## src/rtl/rps_pkg.sv

```systemverilog
package rps_pkg;

   typedef enum logic [2:0] {
      PH_IDLE   = 3'd0,
      PH_SETTLE = 3'd1,
      PH_RISE   = 3'd2,
      PH_ON     = 3'd3,
      PH_FALL   = 3'd4,
      PH_OFF    = 3'd5
   } phase_e;

   localparam int unsigned CFG_ADDR_W = 3;
   localparam logic [CFG_ADDR_W-1:0] A_LVL_START = 3'd0;
   localparam logic [CFG_ADDR_W-1:0] A_LVL_FINAL = 3'd1;
   // length registers sit at address = phase code + 1

   function automatic phase_e phase_after(phase_e p);
      case (p)
         PH_IDLE:   return PH_SETTLE;
         PH_SETTLE: return PH_RISE;
         PH_RISE:   return PH_ON;
         PH_ON:     return PH_FALL;
         PH_FALL:   return PH_OFF;
         PH_OFF:    return PH_RISE;
         default:   return PH_IDLE;
      endcase
   endfunction

endpackage

```

## src/rtl/rps_cfg_regs.sv

```systemverilog
module rps_cfg_regs
   import rps_pkg::*;
#(
   parameter int unsigned DUTY_W = 8,
   parameter int unsigned TIME_W = 16
) (
   input  logic                       clk,
   input  logic                       rst_n,
   input  logic                       wr_en,
   input  logic [CFG_ADDR_W-1:0]      wr_addr,
   input  logic [TIME_W-1:0]          wr_data,
   input  logic                       lock,
   output logic [DUTY_W-1:0]          lvl_start,
   output logic [DUTY_W-1:0]          lvl_final,
   output logic [7:0][TIME_W-1:0]     len
);

   logic wr_ok;
   assign wr_ok = wr_en && !lock;

   always_ff @(posedge clk or negedge rst_n) begin
      if (!rst_n) begin
         lvl_start <= '0;
         lvl_final <= '0;
      end else if (wr_ok) begin
         if (wr_addr == A_LVL_START) lvl_start <= wr_data[DUTY_W-1:0];
         if (wr_addr == A_LVL_FINAL) lvl_final <= wr_data[DUTY_W-1:0];
      end
   end

   // one length register per timed phase; codes without a phase read as 1
   for (genvar i = 0; i < 8; i++) begin : g_len
      if (i >= 1 && i <= 5) begin : g_reg
         logic [TIME_W-1:0] len_q;
         always_ff @(posedge clk or negedge rst_n) begin
            if (!rst_n)
               len_q <= TIME_W'(1);
            else if (wr_ok && wr_addr == CFG_ADDR_W'(i + 1))
               len_q <= wr_data;
         end
         assign len[i] = len_q;
      end else begin : g_fixed
         assign len[i] = TIME_W'(1);
      end
   end

endmodule

```

## src/rtl/rps_phase_seq.sv

```systemverilog
module rps_phase_seq
   import rps_pkg::*;
#(
   parameter int unsigned TIME_W = 16
) (
   input  logic                    clk,
   input  logic                    rst_n,
   input  logic                    start,
   input  logic                    stop,
   input  logic                    tick,
   input  logic [7:0][TIME_W-1:0]  len,
   output phase_e                  phase,
   output logic                    phase_evt,
   output phase_e                  phase_nxt,
   output logic                    last_nxt,
   output logic                    launch
);

   logic [TIME_W-1:0] rem_q, rem_n;
   phase_e            phase_n;

   function automatic logic [TIME_W-1:0] eff_len(input logic [TIME_W-1:0] x);
      return (x == '0) ? TIME_W'(1) : x;
   endfunction

   always_comb begin
      phase_n = phase;
      rem_n   = rem_q;
      launch  = start && !stop && (phase == PH_IDLE);
      if (stop) begin
         phase_n = PH_IDLE;
      end else if (launch) begin
         phase_n = PH_SETTLE;
         rem_n   = eff_len(len[PH_SETTLE]);
      end else if (tick && phase != PH_IDLE) begin
         if (rem_q == TIME_W'(1)) begin
            phase_n = phase_after(phase);
            rem_n   = eff_len(len[phase_n]);
         end else begin
            rem_n = rem_q - TIME_W'(1);
         end
      end
   end

   assign phase_nxt = phase_n;
   assign last_nxt  = (rem_n == TIME_W'(1));

   always_ff @(posedge clk or negedge rst_n) begin
      if (!rst_n) begin
         phase     <= PH_IDLE;
         rem_q     <= '0;
         phase_evt <= 1'b0;
      end else begin
         phase     <= phase_n;
         rem_q     <= rem_n;
         phase_evt <= (phase_n != phase);
      end
   end

endmodule

```

## src/rtl/rps_duty_ramp.sv

```systemverilog
module rps_duty_ramp
   import rps_pkg::*;
#(
   parameter int unsigned DUTY_W = 8,
   parameter int unsigned FRAC   = 12,
   parameter int unsigned TIME_W = 16
) (
   input  logic               clk,
   input  logic               rst_n,
   input  logic               launch,
   input  logic               tick,
   input  phase_e             phase_nxt,
   input  logic               last_nxt,
   input  logic [DUTY_W-1:0]  lvl_start,
   input  logic [DUTY_W-1:0]  lvl_final,
   input  logic [TIME_W-1:0]  len_rise,
   input  logic [TIME_W-1:0]  len_fall,
   output logic [DUTY_W-1:0]  duty
);

   localparam int unsigned ACC_W = DUTY_W + FRAC;
   localparam int unsigned DIV_W = (ACC_W > TIME_W) ? ACC_W : TIME_W;

   logic              upward;
   logic [DUTY_W-1:0] mag;
   assign upward = (lvl_final >= lvl_start);
   assign mag    = upward ? (lvl_final - lvl_start) : (lvl_start - lvl_final);

   logic [1:0][TIME_W-1:0] span;
   logic [1:0][ACC_W-1:0]  step_w;
   assign span[0] = len_rise;
   assign span[1] = len_fall;

   // one step divider per ramp direction, sampled once at launch
   for (genvar g = 0; g < 2; g++) begin : g_step
      logic [DIV_W-1:0] num, den, quo;
      assign num = DIV_W'(mag) << FRAC;
      assign den = (span[g] == '0) ? DIV_W'(1) : DIV_W'(span[g]);
      assign quo = num / den;
      assign step_w[g] = ACC_W'(quo);
   end

   logic [ACC_W-1:0]      acc_q;
   logic [1:0][ACC_W-1:0] step_q;
   logic                  up_q;

   always_ff @(posedge clk or negedge rst_n) begin
      if (!rst_n) begin
         acc_q  <= '0;
         step_q <= '0;
         up_q   <= 1'b1;
      end else if (launch) begin
         acc_q  <= ACC_W'(lvl_start) << FRAC;
         step_q <= step_w;
         up_q   <= upward;
      end else if (tick) begin
         case (phase_nxt)
            PH_RISE: acc_q <= last_nxt ? (ACC_W'(lvl_final) << FRAC)
                              : (up_q ? acc_q + step_q[0] : acc_q - step_q[0]);
            PH_FALL: acc_q <= last_nxt ? (ACC_W'(lvl_start) << FRAC)
                              : (up_q ? acc_q - step_q[1] : acc_q + step_q[1]);
            default: ;
         endcase
      end
   end

   assign duty = acc_q[ACC_W-1:FRAC];

endmodule

```

## src/rtl/rps_pwm_carrier.sv

```systemverilog
module rps_pwm_carrier #(
   parameter int unsigned DUTY_W  = 8,
   parameter bit          OUT_REG = 1'b0
) (
   input  logic               clk,
   input  logic               rst_n,
   input  logic               active,
   input  logic               run,
   input  logic [DUTY_W-1:0]  duty,
   output logic [DUTY_W-1:0]  cnt,
   output logic               tick,
   output logic               pwm
);

   always_ff @(posedge clk or negedge rst_n) begin
      if (!rst_n)   cnt <= '0;
      else if (!run) cnt <= '0;
      else          cnt <= cnt + DUTY_W'(1);
   end

   assign tick = run && (cnt == '1);

   if (OUT_REG) begin : g_reg_out
      logic pwm_q;
      always_ff @(posedge clk or negedge rst_n) begin
         if (!rst_n) pwm_q <= 1'b0;
         else        pwm_q <= active && (cnt < duty);
      end
      assign pwm = pwm_q;
   end else begin : g_comb_out
      assign pwm = active && (cnt < duty);
   end

endmodule

```

## src/rtl/ramp_pwm_seq.sv

```systemverilog
module ramp_pwm_seq
   import rps_pkg::*;
#(
   parameter int unsigned DUTY_W  = 8,
   parameter int unsigned FRAC    = 12,
   parameter int unsigned TIME_W  = 16,
   parameter bit          OUT_REG = 1'b0
) (
   input  logic              clk,
   input  logic              rst_n,
   input  logic              cfg_we,
   input  logic [2:0]        cfg_addr,
   input  logic [TIME_W-1:0] cfg_wdata,
   input  logic              start,
   input  logic              stop,
   output logic              pwm_out,
   output logic [2:0]        phase,
   output logic              phase_evt
);

   if (DUTY_W < 2 || DUTY_W > 16) begin : g_bad_duty_w
      $error("ramp_pwm_seq: DUTY_W must lie in 2..16");
   end
   if (FRAC < 1 || FRAC > 24) begin : g_bad_frac
      $error("ramp_pwm_seq: FRAC must lie in 1..24");
   end
   if (TIME_W < DUTY_W || TIME_W > 32) begin : g_bad_time_w
      $error("ramp_pwm_seq: TIME_W must lie in DUTY_W..32");
   end

   logic [DUTY_W-1:0]      lvl_start_w, lvl_final_w, duty_w, cnt_w;
   logic [7:0][TIME_W-1:0] len_w;
   phase_e                 ph_w, ph_nxt_w;
   logic                   last_nxt_w, launch_w, tick_w, active_w, cfg_lock_w;

   assign active_w   = (ph_w != PH_IDLE);
   assign cfg_lock_w = active_w || start;

   rps_cfg_regs #(.DUTY_W(DUTY_W), .TIME_W(TIME_W)) u_cfg (
      .clk(clk), .rst_n(rst_n), .wr_en(cfg_we), .wr_addr(cfg_addr),
      .wr_data(cfg_wdata), .lock(cfg_lock_w),
      .lvl_start(lvl_start_w), .lvl_final(lvl_final_w), .len(len_w)
   );

   rps_phase_seq #(.TIME_W(TIME_W)) u_seq (
      .clk(clk), .rst_n(rst_n), .start(start), .stop(stop), .tick(tick_w),
      .len(len_w), .phase(ph_w), .phase_evt(phase_evt),
      .phase_nxt(ph_nxt_w), .last_nxt(last_nxt_w), .launch(launch_w)
   );

   rps_duty_ramp #(.DUTY_W(DUTY_W), .FRAC(FRAC), .TIME_W(TIME_W)) u_ramp (
      .clk(clk), .rst_n(rst_n), .launch(launch_w), .tick(tick_w),
      .phase_nxt(ph_nxt_w), .last_nxt(last_nxt_w),
      .lvl_start(lvl_start_w), .lvl_final(lvl_final_w),
      .len_rise(len_w[PH_RISE]), .len_fall(len_w[PH_FALL]), .duty(duty_w)
   );

   rps_pwm_carrier #(.DUTY_W(DUTY_W), .OUT_REG(OUT_REG)) u_pwm (
      .clk(clk), .rst_n(rst_n), .active(active_w), .run(active_w && !stop),
      .duty(duty_w), .cnt(cnt_w), .tick(tick_w), .pwm(pwm_out)
   );

   assign phase = ph_w;

endmodule

```

## config.mk

```make
export PLATFORM = sky130hd
export DESIGN_NAME = ramp_pwm_seq
export DESIGN_NICKNAME = d
export VERILOG_FILES = /design/src/rtl/rps_pkg.sv /design/src/rtl/rps_cfg_regs.sv /design/src/rtl/rps_phase_seq.sv /design/src/rtl/rps_duty_ramp.sv /design/src/rtl/rps_pwm_carrier.sv /design/src/rtl/ramp_pwm_seq.sv
export SDC_FILE = /design/constraint.sdc
export NUM_CORES = 2
export LEC_CHECK = 0
export BUFFER_PORTS_ARGS = -buffer_cell sky130_fd_sc_hd__buf_2
export CAP_MARGIN = 15
export CORE_MARGIN = 2
export CORE_UTILIZATION = 26
export DETAILED_ROUTE_END_ITERATION = 16
export PLACE_DENSITY = 0.5
export SLEW_MARGIN = 20
export SYNTH_ARGS = -nofsm -noshare
export SYNTH_HDL_FRONTEND = slang
export SYNTH_SLANG_ARGS = --single-unit
```

## constraint.sdc

```tcl
create_clock -name clk -period 52.5 [get_ports clk]
set_clock_uncertainty 0.2 [all_clocks]
set_input_delay 7.875 -clock clk [delete_from_list [all_inputs] [get_ports clk]]
set_output_delay 7.875 -clock clk [all_outputs]
set_load 0.1 [all_outputs]
```

* Word level (Yosys, flattened, before mapping) *
Index checks and enable logic that the tools add are counted.

word-level totals
  register bits after elaboration = 185
  bits in latches = 0
  memory bits (writable) = 0
  bits in read-only memories = 0
  bits of input ports = 24
  output and inout port bits = 5
  logic and storage cells = 101
  memories = 0

cells by class
  add/subtract/negate cells = 8
  multiply operators = 0
  divide/modulo/power cells = 2
  $lt $le $gt $ge = 3
  equality and inequality tests = 17
  shift-type cells = 0
  mux-type cells = 28
  bitwise operators = 0
  reduce and logical (&&, ||, !) cells = 28

operators by type and width
  cell                                                  count
  two-way mux 16 bit                                    9
  two-way mux 20 bit                                    6
  zero test 16 bit                                      4
  binary-select mux 16 bit (select 3 bit)               1
  adder 20 bit                                          2
  divider 20 x 20 -> 20 bit                             2
  case mux 20 bit (2 select lines)                      1
  subtractor 20 bit                                     2
  equality test 16 x 1 -> 1 bit, second input constant  2
  two-way mux 3 bit                                     8
  equality test 3 bit, second input constant            6
  two-way mux 8 bit                                     2
  subtractor 16 x 1 -> 16 bit, second input constant    1
  subtractor 8 bit                                      2
  equality test 3 x 2 -> 1 bit, second input constant   5
  case mux 3 bit (5 select lines)                       1
  logical AND 1 bit                                     12
  adder 8 x 1 -> 8 bit, second input constant           1
  equality test 8 bit, second input constant            1
  >= comparator 8 bit                                   1
  < comparator 8 bit                                    1
  equality test 3 x 1 -> 1 bit, second input constant   2
  zero test 3 bit                                       2
  AND reduction 2 bit                                   3
  7 further kinds                                       9

* Logic depth before layout (Yosys ltp) *
  depth after elaboration = 20
  mapped depth = 211
  depth with buffers taken out = 193

* Hierarchy *
A second synthesis with hierarchy kept.

second synthesis, totals
  cell total of the unflattened synthesis = 4499
  area total of the unflattened synthesis = 34820.9 µm²

modules (own cells, without submodules)
  module           instances  cells each  area each (µm²)  seq. area each (µm²)
  rps_duty_ramp    1          3894        27843.0          1527.7
  rps_cfg_regs     1          259         4057.6           2408.6
  rps_phase_seq    1          286         2366.0           500.5
  rps_pwm_carrier  1          57          530.5            200.2
  ramp_pwm_seq     1          3           23.8             0.0

* Worst setup path before layout *
OpenSTA, ideal clock, no wires.

  path type = register -> register
  start point = reg u_cfg.g_len[4].g_reg.len_q[13]
  end point = reg u_ramp.step_q[20] (netlist bit)
  setup time = 138 ps
  data arrival time = 39458 ps
  required time = 52162 ps
  setup slack = 12704 ps
  stages on the path, launching flop included = 191
  path buffers = 20
  period minus slack after synthesis = 39796 ps
  cell sequence = dfrtp_1 or4_1 buf_2 nor3_4 buf_6 a21o_1 buf_4 inv_2 clkbuf_1 buf_1 ha_1 o21ai_0 inv_1 o31ai_1 inv_1 ha_1 o21a_1 o21ai_0 [155 not listed] a221oi_1 and3_1 buf_4 mux2_2 ha_1 a21oi_1 nor2b_1 o21ai_0 nand2b_1 a21oi_1 nor2b_1 o21ai_0 nand2b_1 a21oi_1 o211ai_1 a221oi_1 a22o_1 a22oi_1

on the way
  cells in the longest elaborated chain, start to end = 3

ends and longest elaborated chain
  element                      line                 text
  start: declaration           rps_cfg_regs.sv:34   logic [TIME_W-1:0] len_q;
  start signal: assignment     rps_cfg_regs.sv:39   len_q <= wr_data;
  zero test 16 bit             rps_duty_ramp.sv:38  assign den = (span[g] == '0) ? DIV_W'(1) : DIV_W'(span[g]);
  two-way mux 16 bit *         rps_duty_ramp.sv:38
  divider 20 x 20 -> 20 bit *  rps_duty_ramp.sv:39  assign quo = num / den;
  end signal: assignment       rps_duty_ramp.sv:54  step_q <= step_w;
  end: declaration             rps_duty_ramp.sv:44  logic [1:0][ACC_W-1:0] step_q;

Every way passes the cells marked *; elsewhere a longest branch is shown, timed or not.
A chain may end at the register's enable or synchronous reset.

* Worst setup path after layout *
  start point = reg u_cfg.lvl_start[0]
  end point = reg u_ramp.step_q[20] (netlist bit)

on the way
  cells in the longest elaborated chain, start to end = 3
  elaborated cells on any way between the ends = 5
  classes of those cells = add/sub: 2; div: 1; order compare: 1; mux: 1

ends and longest elaborated chain
  element                                                         line                                      text
  start: declaration                                              rps_cfg_regs.sv:13                        output logic [DUTY_W-1:0] lvl_start,
  start signal: assignment                                        rps_cfg_regs.sv:26                        if (wr_addr == A_LVL_START) lvl_start <= wr_data[DUTY_W-1:0];
  subtractor 8 bit / >= comparator 8 bit (equally long branches)  rps_duty_ramp.sv:27, rps_duty_ramp.sv:26
  two-way mux 8 bit *                                             rps_duty_ramp.sv:27                       assign mag = upward ? (lvl_final - lvl_start) : (lvl_start - lvl_final);
  divider 20 x 20 -> 20 bit *                                     rps_duty_ramp.sv:39

Marks and branches as above.

==> impl_results.md <==
* Initial antenna violation count at 1
* Syn_area_per_cell at 7.613 um2
* DRT antenna net count at 0
* Global-route wire length before repair at ~190000 um
* 1st-iter DRT viols at approximately 2600
* DR vias/cell at approximately 5.5
* Worst setup SP type: flip-flop
* Synth Cell Area at 33350 um2
* Global Route Usage Sum at 0.1780
* Fin nets at slightly below 5000
* Worst skew pair latency at 510 ps
* Clk sinks at 185
* Starting Density at 0.2619
* Worst path required time at approximately 53000 ps
* Post-route DRC at 0
* Post-synth EDFFs at 0
* Most used cell, CP: ha_1
* Period utilisation layout at 0.9264
* Largest net degree at the start of global routing at between 70 and 80
* DP Wirelength at around 90000 um
* Grt ovf at 0
* RSZ-0062 raised after global routing: false
* Max Cap Viol at 0
* Synth Net Count at between 4000 and 5000
* Port Buffer Count at 28
* Synth-to-layout area growth at 8.523%
* Placed instance area at about 36000 um2
* Core Footprint at about 130000 um2
* Routed len/inst at 19.83 um
* Drt first pass iters at 6
* Clk buf depth at 2
* CP top delay family: compound AO/OA/AOI/OAI gates
* Async SR Flop Fraction at 1.000
* Most frequent cell after synthesis: ha_1
* Buf+Inv Stages, Crit Path at 8
* CP max stage cell: o311ai_0
* # H-tree levels at 4
* Post-CTS Setup Inserts at 0
* Die Height at between 300 and 400 um
* Gpl congestion at 0.8905
* CP Capture Type: flip-flop
* Fin. max-slew vios at 0
* Via Count at between 30000 and 40000
* Io pins at 29
* Number of global-route vias before repair at 31880
* Routed Wire Length at around 120000 um
* Final hold violations at 0
* Register bit total from synthesis at between 150 and 200
* Clock period minus worst slack at ~49000 ps
* Worst-Margin Slew at around 1100 ps
* Top cell type by total area after synthesis: ha_1
* Top cell type's share of synthesized area at 0.1662
* Fin area at approximately 36000 um2
* Crit path DAT at about 49000 ps
* Setup ws final at around 3900 ps
* Rel. slew slack at 0.2352
* Clk slew on worst S/H paths at 100 ps
* Die Wd at 362.2 um
* Total Negative Setup Slacks at 0 ps
* CTS tree: built
* Ant. Diodes at 0
* Area contributors post-synth: ha_1 17%, dfrtp_1 13%, mux2_2 6.7%
* CTS Hold Bufs at 0
* Part of the Yosys area used for sequential elements at 0.1390
* Rows at around 130
* Synth Instances at approximately 4400
* Max FO, Critical Path at 23
* Share of layout cells above drive strength 1 at 0.09851
* Endpoints failing setup at 0
* Synth warn at 0
* Critical setup path kind: flip-flop to flip-flop
* Most used flip-flop cell after synthesis: dfrtp_1
* Post_cts resized at 0
* Die area at 131200 um2
* CP peak stage delay at around 870 ps
* Clock root cell: clkbuf_16
* CTS Buf Count at 17
* Hold WC Path Type: flip-flop to flip-flop
* FILL cells at 13790
* Achievable Freq at roughly 20 MHz
* Synth unique cells at 104
* Post-Place Worst Slack at approximately 3600 ps
* Top post-synthesis cells by count: 443 x ha_1, 391 x nand2_1, 362 x nor2_1
* Status: finished clean
metal layers:
metal  wire length [um]  share of wire  track usage  vias to the layer above
met2              54670           0.46       0.2954                      772
met1              57160           0.48       0.2477                    15860
li1                   -              -            -                    16250
met4               2508          0.021      0.04265                        0
met5                  0              0            0                        -
met3               5198          0.043      0.01532                      137
flip-flops by register name, summed over array words and instances (netlist names):
register	flops
u_ramp.step_q	40
u_seq.rem_q	16
u_cfg.g_len.g_reg.len_q	80
u_seq.phase	3
u_ramp.acc_q	20
u_pwm.cnt	8
u_seq.phase_evt	1
u_cfg.lvl_final	8
u_ramp.up_q	1
u_cfg.lvl_start	8
worst reg2reg max path, delay by kind of cell, from the launching register on:
| family | cells | cell delay (ps) |
|---|---|---|
| simple gates | 48 | 10200 |
| fa+ha+maj | 22 | 7620 |
| mux | 9 | 3200 |
| flops | 1 | 400 |
| compound gates | 86 | 25530 |
| buf+inv | 8 | 1280 |
path summary, 6_finish.rpt:
| kind | slack, ps | from | end | depth (start not counted) |
|---|---|---|---|---|
| min reg2reg | 290 | u_pwm.cnt[0]$_DFF_PN0_ | u_pwm.cnt[0]$_DFF_PN0_ | 1 |
| max reg2reg | 3860 | u_cfg.lvl_start[0]$_DFFE_PN0P_ | u_ramp.step_q[20]$_DFFE_PN0P_ | 173 |
| max | 3860 | u_cfg.lvl_start[0]$_DFFE_PN0P_ | u_ramp.step_q[20]$_DFFE_PN0P_ | 173 |
| min in group asynchronous | 7180 | rst_n | u_pwm.cnt[2]$_DFF_PN0_ | 1 |
| min | 290 | u_pwm.cnt[0]$_DFF_PN0_ | u_pwm.cnt[0]$_DFF_PN0_ | 1 |
| max in group asynchronous | 43600 | rst_n | u_cfg.g_len[5].g_reg.len_q[6]$_DFFE_PN0P_ | 2 |
stage by stage:
step           std cells    util  hold slack (ps)
6_report            6027  0.2842            292.9
5_1_grt             6027  0.2842            317.4
4_1_cts             6027  0.2841            298.7
3_5_place_dp        5995  0.2789            279.7
3_3_place_gp        5995  0.2788            278.3
2_1_floorplan       4381       -            238.6
cells in the final DEF, fill, tap and decap left out, types with 60 or more instances in the layout:
| cell type | instances |
|---|---|
| inv_1 | 200 |
| mux2_2 | 197 |
| o21a_1 | 102 |
| nand2b_1 | 67 |
| or3_1 | 66 |
| ha_1 | 443 |
| o21ai_0 | 300 |
| nor2_1 | 361 |
| xnor2_1 | 200 |
| dfrtp_1 | 179 |
| a21oi_1 | 343 |
| nor3_1 | 141 |
| xor2_1 | 108 |
| nand3_1 | 96 |
| a21o_1 | 144 |
| buf_4 | 60 |
| nand2_1 | 391 |
cell families (layout without fill, tap and decap cells):
logic type                 Yosys count  count (layout)  synth area share
AOI/OAI and AO/OA                 1402            1402            0.2749
DFF                                185             185            0.1390
xor gates and xnor gates           308             308           0.08088
and+or+nand+nor                   1459            1459            0.2151
muxes                              240             240           0.08013
adders and majority gates          449             449            0.1698
buffers and inverters              338             322           0.04021
layout make-up:
type,instances,area (um2),share of cell area
multi-input cells,3858,27460,0.7588
inverters,202,758.2,0.02095
clock buffers,17,425.4,0.01175
repair buffers,88,599.3,0.01656
flip-flops and latches,185,4637,0.1281
clock inverters,15,232.7,0.006430
well taps,1662,2079,0.05745
Power is not shown: default switching activity piles up to over one toggle a cycle in this logic, so the estimate is an artifact.
